--- config.mk ---
export PLATFORM = sky130hd
export DESIGN_NAME = ara_alert_responder
export DESIGN_NICKNAME = d
export VERILOG_FILES = /design/src/rtl/ara_pkg.sv /design/src/rtl/smb_edge_detect.sv /design/src/rtl/ara_fsm.sv /design/src/rtl/alert_latch.sv /design/src/rtl/ara_alert_responder.sv
export SDC_FILE = /design/constraint.sdc
export NUM_CORES = 1
export LEC_CHECK = 0
export BUFFER_PORTS_ARGS = -buffer_cell sky130_fd_sc_hd__buf_2
export CAP_MARGIN = 15
export CORE_MARGIN = 3
export CORE_UTILIZATION = 35
export CTS_CLUSTER_SIZE = 20
export DETAILED_ROUTE_END_ITERATION = 16
export PLACE_DENSITY_LB_ADDON = 0.08
export SLEW_MARGIN = 20
export SYNTH_ARGS = -nofsm -noshare
export SYNTH_HDL_FRONTEND = slang
export SYNTH_HIERARCHICAL = 1
export SYNTH_SLANG_ARGS = --single-unit
--- constraint.sdc ---
create_clock -name clk -period 3 [get_ports clk]
set_input_delay 0.45 -clock clk [delete_from_list [all_inputs] [get_ports clk]]
set_output_delay 0.45 -clock clk [all_outputs]
set_load 0.02 [all_outputs]
--- src/rtl/ara_pkg.sv ---
package ara_pkg;
    typedef enum logic [2:0] {
        ST_IDLE,
        ST_ADDR,
        ST_ACK,
        ST_SEND,
        ST_DONE
    } resp_state_e;

    typedef struct packed {
        resp_state_e st;
        logic [3:0]  cnt;
        logic [7:0]  shreg;
        logic        drive;
    } resp_fsm_s;
endpackage

--- src/rtl/smb_edge_detect.sv ---
module smb_edge_detect (
    input  logic clk,
    input  logic rst_n,
    input  logic scl_i,
    input  logic sda_i,
    output logic scl_rise_o,
    output logic scl_fall_o,
    output logic start_o,
    output logic stop_o
);
    typedef struct packed {
        logic scl;
        logic sda;
    } lines_s;

    lines_s lines_d, lines_q;

    always_comb begin
        lines_d.scl = scl_i;
        lines_d.sda = sda_i;
    end

    always_ff @(posedge clk or negedge rst_n) begin
        if (!rst_n) begin
            lines_q <= '{scl: 1'b1, sda: 1'b1};
        end else begin
            lines_q <= lines_d;
        end
    end

    assign scl_rise_o = scl_i & ~lines_q.scl;
    assign scl_fall_o = ~scl_i & lines_q.scl;
    assign start_o    = scl_i & lines_q.scl & lines_q.sda & ~sda_i;
    assign stop_o     = scl_i & lines_q.scl & ~lines_q.sda & sda_i;
endmodule

--- src/rtl/ara_fsm.sv ---
module ara_fsm
    import ara_pkg::*;
#(
    parameter logic [6:0] DEV_ADDR = 7'h4C,
    parameter logic [6:0] ARA_ADDR = 7'h0C
) (
    input  logic clk,
    input  logic rst_n,
    input  logic scl_i,
    input  logic sda_i,
    input  logic scl_rise_i,
    input  logic scl_fall_i,
    input  logic start_i,
    input  logic stop_i,
    input  logic alert_active_i,
    output logic sda_pull_o,
    output logic resp_done_o
);
    localparam logic [7:0] RESP_BYTE  = {DEV_ADDR, 1'b1};
    localparam logic [7:0] MATCH_BYTE = {ARA_ADDR, 1'b1};
    localparam logic [3:0] BYTE_BITS  = 4'd8;

    resp_fsm_s fsm_d, fsm_q;
    logic      done_d;

    always_comb begin
        fsm_d  = fsm_q;
        done_d = 1'b0;
        if (stop_i) begin
            fsm_d.st    = ST_IDLE;
            fsm_d.drive = 1'b0;
        end else if (start_i) begin
            fsm_d.st    = ST_ADDR;
            fsm_d.cnt   = '0;
            fsm_d.drive = 1'b0;
        end else begin
            case (fsm_q.st)
                ST_ADDR: begin
                    if (scl_rise_i) begin
                        fsm_d.shreg = {fsm_q.shreg[6:0], sda_i};
                        fsm_d.cnt   = fsm_q.cnt + 4'd1;
                    end else if (scl_fall_i && fsm_q.cnt == BYTE_BITS) begin
                        if (fsm_q.shreg == MATCH_BYTE && alert_active_i) begin
                            fsm_d.st    = ST_ACK;
                            fsm_d.drive = 1'b1;
                        end else begin
                            fsm_d.st = ST_DONE;
                        end
                    end
                end
                ST_ACK: begin
                    if (scl_fall_i) begin
                        fsm_d.st    = ST_SEND;
                        fsm_d.cnt   = '0;
                        fsm_d.drive = ~RESP_BYTE[7];
                    end
                end
                ST_SEND: begin
                    if (scl_rise_i) begin
                        if (!fsm_q.drive && !sda_i) begin
                            fsm_d.st = ST_DONE;
                        end else begin
                            fsm_d.cnt = fsm_q.cnt + 4'd1;
                            if (fsm_q.cnt == BYTE_BITS - 4'd1) begin
                                done_d   = 1'b1;
                                fsm_d.st = ST_DONE;
                            end
                        end
                    end else if (scl_fall_i) begin
                        fsm_d.drive = ~RESP_BYTE[3'd7 - fsm_q.cnt[2:0]];
                    end
                end
                ST_DONE: begin
                    if (scl_fall_i) begin
                        fsm_d.drive = 1'b0;
                    end
                end
                default: ;
            endcase
        end
    end

    always_ff @(posedge clk or negedge rst_n) begin
        if (!rst_n) begin
            fsm_q <= '{st: ST_IDLE, cnt: '0, shreg: '0, drive: 1'b0};
        end else begin
            fsm_q <= fsm_d;
        end
    end

    assign sda_pull_o  = fsm_q.drive;
    assign resp_done_o = done_d;

    assert_drive_phase_R10: assert property (@(posedge clk) disable iff (!rst_n)
        $rose(sda_pull_o) |-> !scl_i);

    assert_backoff_R8: assert property (@(posedge clk) disable iff (!rst_n)
        (fsm_q.st == ST_SEND && scl_rise_i && !fsm_q.drive && !sda_i && !start_i && !stop_i)
        |=> (fsm_q.st != ST_SEND && !resp_done_o));

    assert_no_ack_quiet_R4: assert property (@(posedge clk) disable iff (!rst_n)
        (fsm_q.st == ST_ADDR && scl_fall_i && fsm_q.cnt == BYTE_BITS && !alert_active_i
         && !start_i && !stop_i) |=> !sda_pull_o);
endmodule

--- src/rtl/alert_latch.sv ---
module alert_latch (
    input  logic clk,
    input  logic rst_n,
    input  logic alert_cond_i,
    input  logic sensor_open_i,
    input  logic resp_done_i,
    output logic alert_o
);
    logic alert_d, alert_q;
    logic cause;

    always_comb begin
        cause   = alert_cond_i | sensor_open_i;
        alert_d = cause | (alert_q & ~resp_done_i);
    end

    always_ff @(posedge clk or negedge rst_n) begin
        if (!rst_n) begin
            alert_q <= 1'b0;
        end else begin
            alert_q <= alert_d;
        end
    end

    assign alert_o = alert_q;

    assert_latch_cause_R2: assert property (@(posedge clk) disable iff (!rst_n)
        (alert_cond_i || sensor_open_i) |=> alert_o);

    assert_release_R6: assert property (@(posedge clk) disable iff (!rst_n)
        (alert_o && resp_done_i && !alert_cond_i && !sensor_open_i) |=> !alert_o);

    assert_hold_R7: assert property (@(posedge clk) disable iff (!rst_n)
        (alert_o && !resp_done_i) |=> alert_o);
endmodule

--- src/rtl/ara_alert_responder.sv ---
module ara_alert_responder #(
    parameter logic [6:0] DEV_ADDR = 7'h4C,
    parameter logic [6:0] ARA_ADDR = 7'h0C
) (
    input  logic clk,
    input  logic rst_n,
    input  logic scl_i,
    input  logic sda_i,
    input  logic alert_cond_i,
    input  logic sensor_open_i,
    output logic sda_pull_o,
    output logic alert_n_o
);
    logic scl_rise, scl_fall, start_ev, stop_ev;
    logic alert_active, resp_done;

    smb_edge_detect u_edges (
        .clk        (clk),
        .rst_n      (rst_n),
        .scl_i      (scl_i),
        .sda_i      (sda_i),
        .scl_rise_o (scl_rise),
        .scl_fall_o (scl_fall),
        .start_o    (start_ev),
        .stop_o     (stop_ev)
    );

    ara_fsm #(
        .DEV_ADDR (DEV_ADDR),
        .ARA_ADDR (ARA_ADDR)
    ) u_fsm (
        .clk            (clk),
        .rst_n          (rst_n),
        .scl_i          (scl_i),
        .sda_i          (sda_i),
        .scl_rise_i     (scl_rise),
        .scl_fall_i     (scl_fall),
        .start_i        (start_ev),
        .stop_i         (stop_ev),
        .alert_active_i (alert_active),
        .sda_pull_o     (sda_pull_o),
        .resp_done_o    (resp_done)
    );

    alert_latch u_latch (
        .clk           (clk),
        .rst_n         (rst_n),
        .alert_cond_i  (alert_cond_i),
        .sensor_open_i (sensor_open_i),
        .resp_done_i   (resp_done),
        .alert_o       (alert_active)
    );

    assign alert_n_o = ~alert_active;

    assert_reset_quiet_R1: assert property (@(posedge clk)
        $rose(rst_n) |-> (alert_n_o && !sda_pull_o));
endmodule

Word-level counts from Yosys, hierarchy flattened:

Memory sizes are Yosys's and may differ from the RTL's.
Index checks and enable logic that the tools add are counted.
W data, S select, Z words.

* bits of input ports: 6
* register bits: 19
* bits in read-only memories: 8
* memories kept: 1
* output and inout bits: 2

* order comparisons: 1
* equal/unequal tests: 20
* bitwise gates (word level): 19
* reductions and logical operators: 13
* add/subtract/negate cells: 2
* mux-type cells: 28

Memory list
* (name not given): words 8, width 1, rd ports 1, clocked after Yosys merged registers in 0, wr ports 0, line ara_fsm.sv:70 `fsm_d.drive = ~RESP_BYTE[3'd7 - fsm_q.cnt[2:0]];`

Operator list (count)
* $mux W7: 3
* $pmux W7 S3: 1
* $mux W3: 6
* $ne A4 B3 Y1 const B: 4
* $mux W1: 15
* $mux W12: 1
* $ne A4 B4 Y1 const B: 3
* $reduce_and A6 Y1: 2
* $reduce_bool A5 Y1: 2
* $ne A3 B3 Y1 const B: 3
* $not A1 Y1: 9
* $and A1 B1 Y1: 8
* $eq A8 B5 Y1 const B: 1
* $reduce_and A7 Y1: 1
* $eq A3 B2 Y1 const B: 2
* $ne A5 B3 Y1 const B: 1
* $add A4 B1 Y4 const B: 1
* $eq A4 B3 Y1 const B: 1
* $eq A4 B4 Y1 const B: 1
* $lt A3 B4 Y1 const B: 1
* $mux W4: 1
* $ne A4 B1 Y1 const B: 1
* $reduce_and A4 Y1: 1
* $reduce_bool A4 Y1: 1
* 9 further kinds: 13

Longest topological paths before layout:

Gate-level depths: netlist (run 1).

* depth after elaboration: 10
* mapped depth: 6
* mapped depth without buffers: 6

Hierarchy:

Netlist (run 1), hierarchy kept.

By module, submodules not included
* ara_fsm: times used 1, cells each 95, sequential area each 400.4 um^2, area an instance 1021.0 um^2
* smb_edge_detect: times used 1, cells each 6, sequential area each 52.6 um^2, area an instance 85.1 um^2
* alert_latch: times used 1, cells each 4, sequential area each 25.0 um^2, area an instance 37.5 um^2
* ara_alert_responder: times used 1, cells each 1, sequential area each 0.0 um^2, area an instance 3.8 um^2

Worst setup path before layout (run 1):

Ideal clock, no wire load.

* kind: flip-flop to flip-flop
* from: register u_edges/lines_q[0] in the netlist's numbering
* to: register u_fsm/fsm_q[15] in the netlist's numbering
* required time: 2.875 ns
* clock period less this slack: 2.222 ns
* library setup time: 0.125 ns
* slack: 0.778 ns
* data arrival time: 2.097 ns
* stages on the path, launching flop included: 6
* cell sequence: dfstp_2 -> and4b_1 -> buf_4 -> or4b_4 -> o41ai_4 -> mux2_4

* longest elaborated chain between the ends: 5

Ends and longest elaborated chain
* from (decl): line smb_edge_detect.sv:16 `lines_s lines_d, lines_q;`
* from (signal assigned): line smb_edge_detect.sv:25 `lines_q <= '{scl: 1'b1, sda: 1'b1};`
* from (signal assigned): line smb_edge_detect.sv:27 `lines_q <= lines_d;`
* $not A1 Y1 *: line smb_edge_detect.sv:34 `assign stop_o = scl_i & lines_q.scl & ~lines_q.sda & sda_i;`
* $and A1 B1 Y1 * (2 in a row): line smb_edge_detect.sv:34
* named net stop_ev: line ara_alert_responder.sv:14 `logic scl_rise, scl_fall, start_ev, stop_ev;`
* $ne A5 B3 Y1 (no source line) (tied with other cells)
* $reduce_and A6 Y1 (no source line)
* to (signal assigned): line ara_fsm.sv:85 `fsm_q <= '{st: ST_IDLE, cnt: '0, shreg: '0, drive: 1'b0};`
* to (signal assigned): line ara_fsm.sv:87 `fsm_q <= fsm_d;`
* to (decl): line ara_fsm.sv:23 `resp_fsm_s fsm_d, fsm_q;`

The timed path passes the listed nets; every way through them passes the cells marked *.
A chain may end at the register's enable or synchronous reset.

Worst setup path in the final report (run 1):

Ends and elaborated chain as after synthesis.

==> flow_summary.json, run 1 <==
{
  "required_ps": 3190,
  "holdBufCountCts": 0,
  "syn_area_sq_mm": 0.00115,
  "finalPower_uw": 475,
  "die_area_sq_mm": 0.00400,
  "antenna_found_initial": 0,
  "synth_cell_types": 45,
  "cts_tree": "built",
  "outcome": "completed",
  "slew_violations": 0,
  "grt_pass1_wl_microns": 4240,
  "utilization_pct": 40.6,
  "cp_cell_sequence": "and4b_1, or4b_4, o41ai_4, mux2_4",
  "place_congestion": 0.789,
  "ys_seq_elements": 19,
  "via_count": 878,
  "dp_cells": 155,
  "cp_top_family": "simple AND/OR/NAND/NOR gates",
  "wl_per_cell_microns": 14.8,
  "seq_area_sq_um": 478,
  "clock_skew_ps": 1.81,
  "cts.repair.resized": 0,
  "drt_iter0_markers": 28,
  "grtUsageTotal_pct": 13.4,
  "maxClockFrequency_mhz": 436,
  "vias_per_cell": 5.52,
  "reg2regPathDepth": 4,
  "fillers": 319,
  "post-route-period-util_pct": 76.4,
  "grt_pass1_vias": 866,
  "grt_start_max_net_pins": 20,
  "cp-startpoint": "u_edges/lines_q[0]",
  "area_delta_synth_final_pct": 8.83,
  "p_int_uw": 348,
  "combinationalPowerShare_pct": 13.2,
  "initial_utilization_pct": 37.3,
  "cts_setup_buffers": 0,
  "tns_ps": 0,
  "clockBufferDepth": 2,
  "cts_root_buffer": "clkbuf_4",
  "clk_pin_slew_ps": 110,
  "p_switching_uw": 127,
  "wl_microns": 2360,
  "sw_frac_of_total_pct": 26.7,
  "synth-edff-count": 0,
  "cts.sinks": 19,
  "hold_slack_ps": 72.2,
  "io_pins": 8,
  "critPathMaxStageDelay_ps": 560,
  "peakVddDrop_mv": 0.229,
  "synth_ff_type": "dfrtp_1",
  "worstPathArrival_ps": 2490,
  "die_w_microns": 63.3,
  "dpl_cell_area_sq_mm": 0.00122,
  "drive_gt1_share_pct": 32.2,
  "critical_path_class": "flop to flop",
  "reg2reg_from": "u_edges/lines_q[0]",
  "finalHoldViolations": 0,
  "cap_viol_max_count": 0,
  "firstDrtPassIters": 4,
  "p_per_area_mw_per_mm2": 380,
  "fin_area_sq_mm": 0.00125,
  "rsz0062_at_grt": "false",
  "stdcell_count": 159,
  "r2r-end": "u_fsm/fsm_q[15]",
  "end_kind": "flop",
  "diodes": 0,
  "cts_buffers": 3,
  "syn_nets": 114,
  "grt_overflow": 0,
  "rows": 20,
  "ys_seq_area_share_pct": 41.7,
  "leakagePower_nw": 0.574,
  "crit_buf_inv": 0,
  "pre_cts_ws_ps": 553,
  "cpMaxStageDelayCell": "or4b_4",
  "slew_headroom_pct": 58.4,
  "multiInputGateArea_sq_um": 616,
  "r2r_slack_ps": 710,
  "critPathLaunchType": "flop",
  "layout_commonest_cell": "dfrtp_1",
  "synth_cells": 106,
  "layout_common_cells": "dfrtp_1, mux2_2, nor2_1",
  "drc": 0,
  "finalWorstSetupSlack_ps": 708,
  "htreeDepth": 1,
  "worst_pin_slew_ps": 623,
  "clk_latency_ps": 300,
  "min_period_ps": 2290,
  "core_sq_mm": 0.00308,
  "power.share.sequential_pct": 59.3,
  "avgSynthCellArea_sq_um": 10.8,
  "nets": 124,
  "power.share.clock_pct": 27.5,
  "ant_nets": 0,
  "portBuffers": 7,
  "dp_hpwl_microns": 1770,
  "setup_violations": 0,
  "async_flop_share_pct": 100,
  "die_y_microns": 63.3,
  "yosys_warnings": 6,
  "hold_path_class": "input port to asynchronous set/reset pin",
  "cp_max_fo": 9
}
-- cell usage after synthesis, drive strengths merged, types with 2 or more instances --
library cell,count,area (sq um)
dfrtp,17,425
mux2,11,128
nor2,9,33.8
inv,8,30.0
nor2b,4,25.0
nor3,4,20.0
o21ai,4,20.0
buf,3,23.8
mux2i,3,30.0
nand3,3,15.0
nor4,3,18.8
and4b,2,20.0
dfstp,2,52.6
ha,2,25.0
nand2,2,7.51
o311ai,2,17.5
or2b,2,17.5
or3b,2,17.5
or4b,2,23.8
-- cell type report --
type / instances / area share, %
multi-input cells: 76 / 49.3
inverters: 8 / 2.40
flip-flops and latches: 19 / 38.3
repair buffers: 8 / 3.41
clock inverters: 1 / 0.401
clock buffers: 3 / 1.80
well taps: 44 / 4.41
-- layer usage --
metal | global-route usage [%] | vias to the layer above | routed length (microns)
met5 | 0 | - | 0
met4 | 2.43 | 0 | 21
met3 | 4.81 | 2 | 142
met2 | 21.6 | 22 | 1100
met1 | 17.4 | 436 | 1090
li1 | - | 418 | -
-- how the worst max path moves through the flow --
stage,end,cells after the start
global route,u_fsm/fsm_q[15],4
detailed placement,u_fsm/fsm_q[15],5
finish,u_fsm/fsm_q[15],4
global placement,u_fsm/fsm_q[15],5
CTS,u_fsm/fsm_q[15],4
floorplan,u_fsm/fsm_q[15],5
-- logic make-up after synthesis --
kind of cell / after synthesis / synth area share, %
AND/OR/NAND/NOR: 45 / 26.4
AO/OA/AOI/OAI: 15 / 11.3
adder cells (fa/ha/maj): 2 / 2.18
multiplexers: 14 / 13.7
flip-flops: 19 / 41.7
buffers and inverters: 11 / 4.69
-- sequential cells by signal, summed over array words and instances (netlist names) --
name,flops
u_edges/lines_q,2
u_fsm/sda_pull_o,1
u_latch/alert_o,1
u_fsm/fsm_q,15
-- power by group through the flow --
stage          Sequential [mW]  Clock, mW  Combinational [mW]
6_report                 0.282      0.130              0.0626
5_1_grt                  0.285      0.146              0.0710
4_1_cts                  0.281      0.137              0.0631
3_5_place_dp             0.286          0              0.0630
3_3_place_gp             0.286          0              0.0608
2_1_floorplan            0.282          0              0.0439
(Power assumes the default switching activity.)
==> run 2, diff against run 1 <==
Clock period 3 ns to 1.95 ns, I/O delays scaled along.
==> run 2 against run 1 <==
Compared with the run above:
- the flow now finishes with violations (negative setup slack)
- via count increased by 1.6%
- sequential cell count unchanged
- wire length increased by 2.4%
- largest power group unchanged
- sequential share of layout area decreased by 3.2 points
- largest cell class unchanged
- critical path type unchanged
==> flow_summary.json, run 2 (synthesis results as in run 1) <==
{
  "p_per_area_mw_per_mm2": 556,
  "clockBufferDepth": 2,
  "diodes": 0,
  "vias_per_cell": 5.25,
  "htreeDepth": 1,
  "r2r-end": "u_fsm/fsm_q[13]",
  "r2r_slack_ps": -110,
  "layout_commonest_cell": "dfrtp_1",
  "failed_checks": "negative setup slack",
  "cts_setup_buffers": 0,
  "required_ps": 2180,
  "portBuffers": 7,
  "core_sq_mm": 0.00308,
  "cp_max_fo": 5,
  "clock_skew_ps": 11.8,
  "p_int_uw": 548,
  "reg2reg_from": "u_edges/lines_q[0]",
  "cp_top_family": "simple AND/OR/NAND/NOR gates",
  "slew_headroom_pct": 70.6,
  "ant_nets": 0,
  "cts_tree": "built",
  "slew_violations": 0,
  "rows": 20,
  "cp_cell_sequence": "and4b_1, or4b_4, o41ai_4, buf_4, mux2i_1",
  "cap_viol_max_count": 0,
  "clk_latency_ps": 310,
  "die_area_sq_mm": 0.00400,
  "cts.sinks": 19,
  "critPathLaunchType": "flop",
  "die_y_microns": 63.3,
  "firstDrtPassIters": 4,
  "power.share.clock_pct": 28.0,
  "place_congestion": 0.832,
  "worst_pin_slew_ps": 440,
  "drc": 0,
  "reg2regPathDepth": 5,
  "largestRegisters": "u_fsm/fsm_q (15), u_edges/lines_q (2)",
  "drive_gt1_share_pct": 42.1,
  "grt_pass1_vias": 869,
  "nets": 135,
  "io_pins": 8,
  "layout_common_cells": "dfrtp_1, buf_4, mux2_2",
  "rsz0062_at_grt": "true",
  "cts_buffers": 3,
  "grt_overflow": 0,
  "cts_root_buffer": "clkbuf_4",
  "end_kind": "flop",
  "finalPower_uw": 758,
  "regMostFlops": "u_fsm/fsm_q",
  "power.share.sequential_pct": 56.6,
  "cp.depth": 5,
  "sw_frac_of_total_pct": 27.7,
  "leakagePower_nw": 0.638,
  "critPathMaxStageDelay_ps": 540,
  "die_w_microns": 63.3,
  "critical_path.endpoint": "u_fsm/fsm_q[13]",
  "p_switching_uw": 210,
  "finalWorstSetupSlack_ps": -109,
  "cp-startpoint": "u_edges/lines_q[0]",
  "setup_violations": 12,
  "finalHoldViolations": 0,
  "clk_pin_slew_ps": 130,
  "critical_path_class": "flop to flop",
  "min_period_ps": 2060,
  "grtUsageTotal_pct": 13.3,
  "antenna_found_initial": 0,
  "outcome": "finished with violations",
  "peakVddDrop_mv": 0.358,
  "wl_per_cell_microns": 14.2,
  "grt_start_max_net_pins": 20,
  "tns_ps": -660,
  "area_delta_synth_final_pct": 18.9,
  "worstPathArrival_ps": 2280,
  "initial_utilization_pct": 37.3,
  "via_count": 892,
  "combinationalPowerShare_pct": 15.4,
  "dp_hpwl_microns": 1860,
  "hold_path_class": "input port to flop",
  "crit_buf_inv": 1,
  "wl_microns": 2410,
  "drt_iter0_markers": 39,
  "maxClockFrequency_mhz": 486,
  "post-route-period-util_pct": 106,
  "cpMaxStageDelayCell": "dfstp_2",
  "largest_reg_flops": 15,
  "grt_pass1_wl_microns": 4130
}
-- run 2: cell types whose count changed in the layout (fill, tap and decap cells not counted), sizes merged --
cell	delta
clkinvlp	+1
buf	+10
clkinv	-1
dlygate4sd3	+1
-- run 2: timing repair --
action / 4_1_cts / 5_1_grt
hold endpoints to repair: 17 / 0
setup endpoints to repair: 14 / 13
hold buffers: 1 / 0
pin swaps: 1 / 0
gates resized for setup: 1 / 4
-- run 2: final cells by class --
class                           instances  area, sq um
Inverter                                8         30.0
Sequential cell                        19          478
Multi-Input combinational cell         76          643
Fill cell                             308         1710
Clock inverter                          1         7.51
Clock buffer                            3         22.5
Timing Repair Buffer                   19          128
Tap cell                               44         55.1
-- run 2: power by group through the flow --
stage,Clock (mW),Combinational [mW],Sequential (mW)
floorplan,0,0.0682,0.434
global placement,0,0.111,0.435
detailed placement,0,0.115,0.436
CTS,0.227,0.117,0.429
global route,0.246,0.130,0.431
finish,0.213,0.116,0.429
-- run 2: through the flow --
step | setup WS (ps) | hold slack (ps) | area, sq um | std cells | util (%)
after detailed placement | -68.7 | 269 | 1300 | 165 | 42.2
after CTS | -115 | 81.7 | 1350 | 170 | 43.7
after global placement | -79.2 | 262 | 1300 | 165 | 42.2
final | -109 | 97.9 | 1360 | 170 | 44.3
after global routing | -163 | 66.8 | 1360 | 170 | 44.3
after floorplan | -220 | -3.09 | 1150 | 106 | -
-- run 2: how the worst min path moves through the flow --
| stage | from | end | slack, ps | depth (start not counted) |
|---|---|---|---|---|
| finish | scl_i | u_edges/lines_q[1] | 100 | 1 |
| global route | scl_i | u_edges/lines_q[1] | 70 | 1 |
| CTS | scl_i | u_edges/lines_q[1] | 80 | 1 |
| detailed placement | rst_n | u_fsm/fsm_q[12] | 270 | 1 |
| global placement | rst_n | u_fsm/fsm_q[12] | 260 | 1 |
| floorplan | rst_n | u_fsm/fsm_q[10] | -3 | 0 |
-- run 2: routing by layer --
metal / global-route usage, % / wire length [microns] / up-vias
met1: 18.1 / 1180 / 435
met4: 5.66 / 21 / 0
met3: 2.14 / 84 / 2
li1: - / - / 438
met5: 0 / 0 / -
met2: 20.8 / 1130 / 17
-- run 2: worst reg2reg max path: cells and delay by family, from the launching register on --
kind / cells / cell delay [ps]
flops: 1 / 540
compound gates: 1 / 340
buf+inv: 1 / 180
mux: 1 / 180
simple gates: 2 / 730
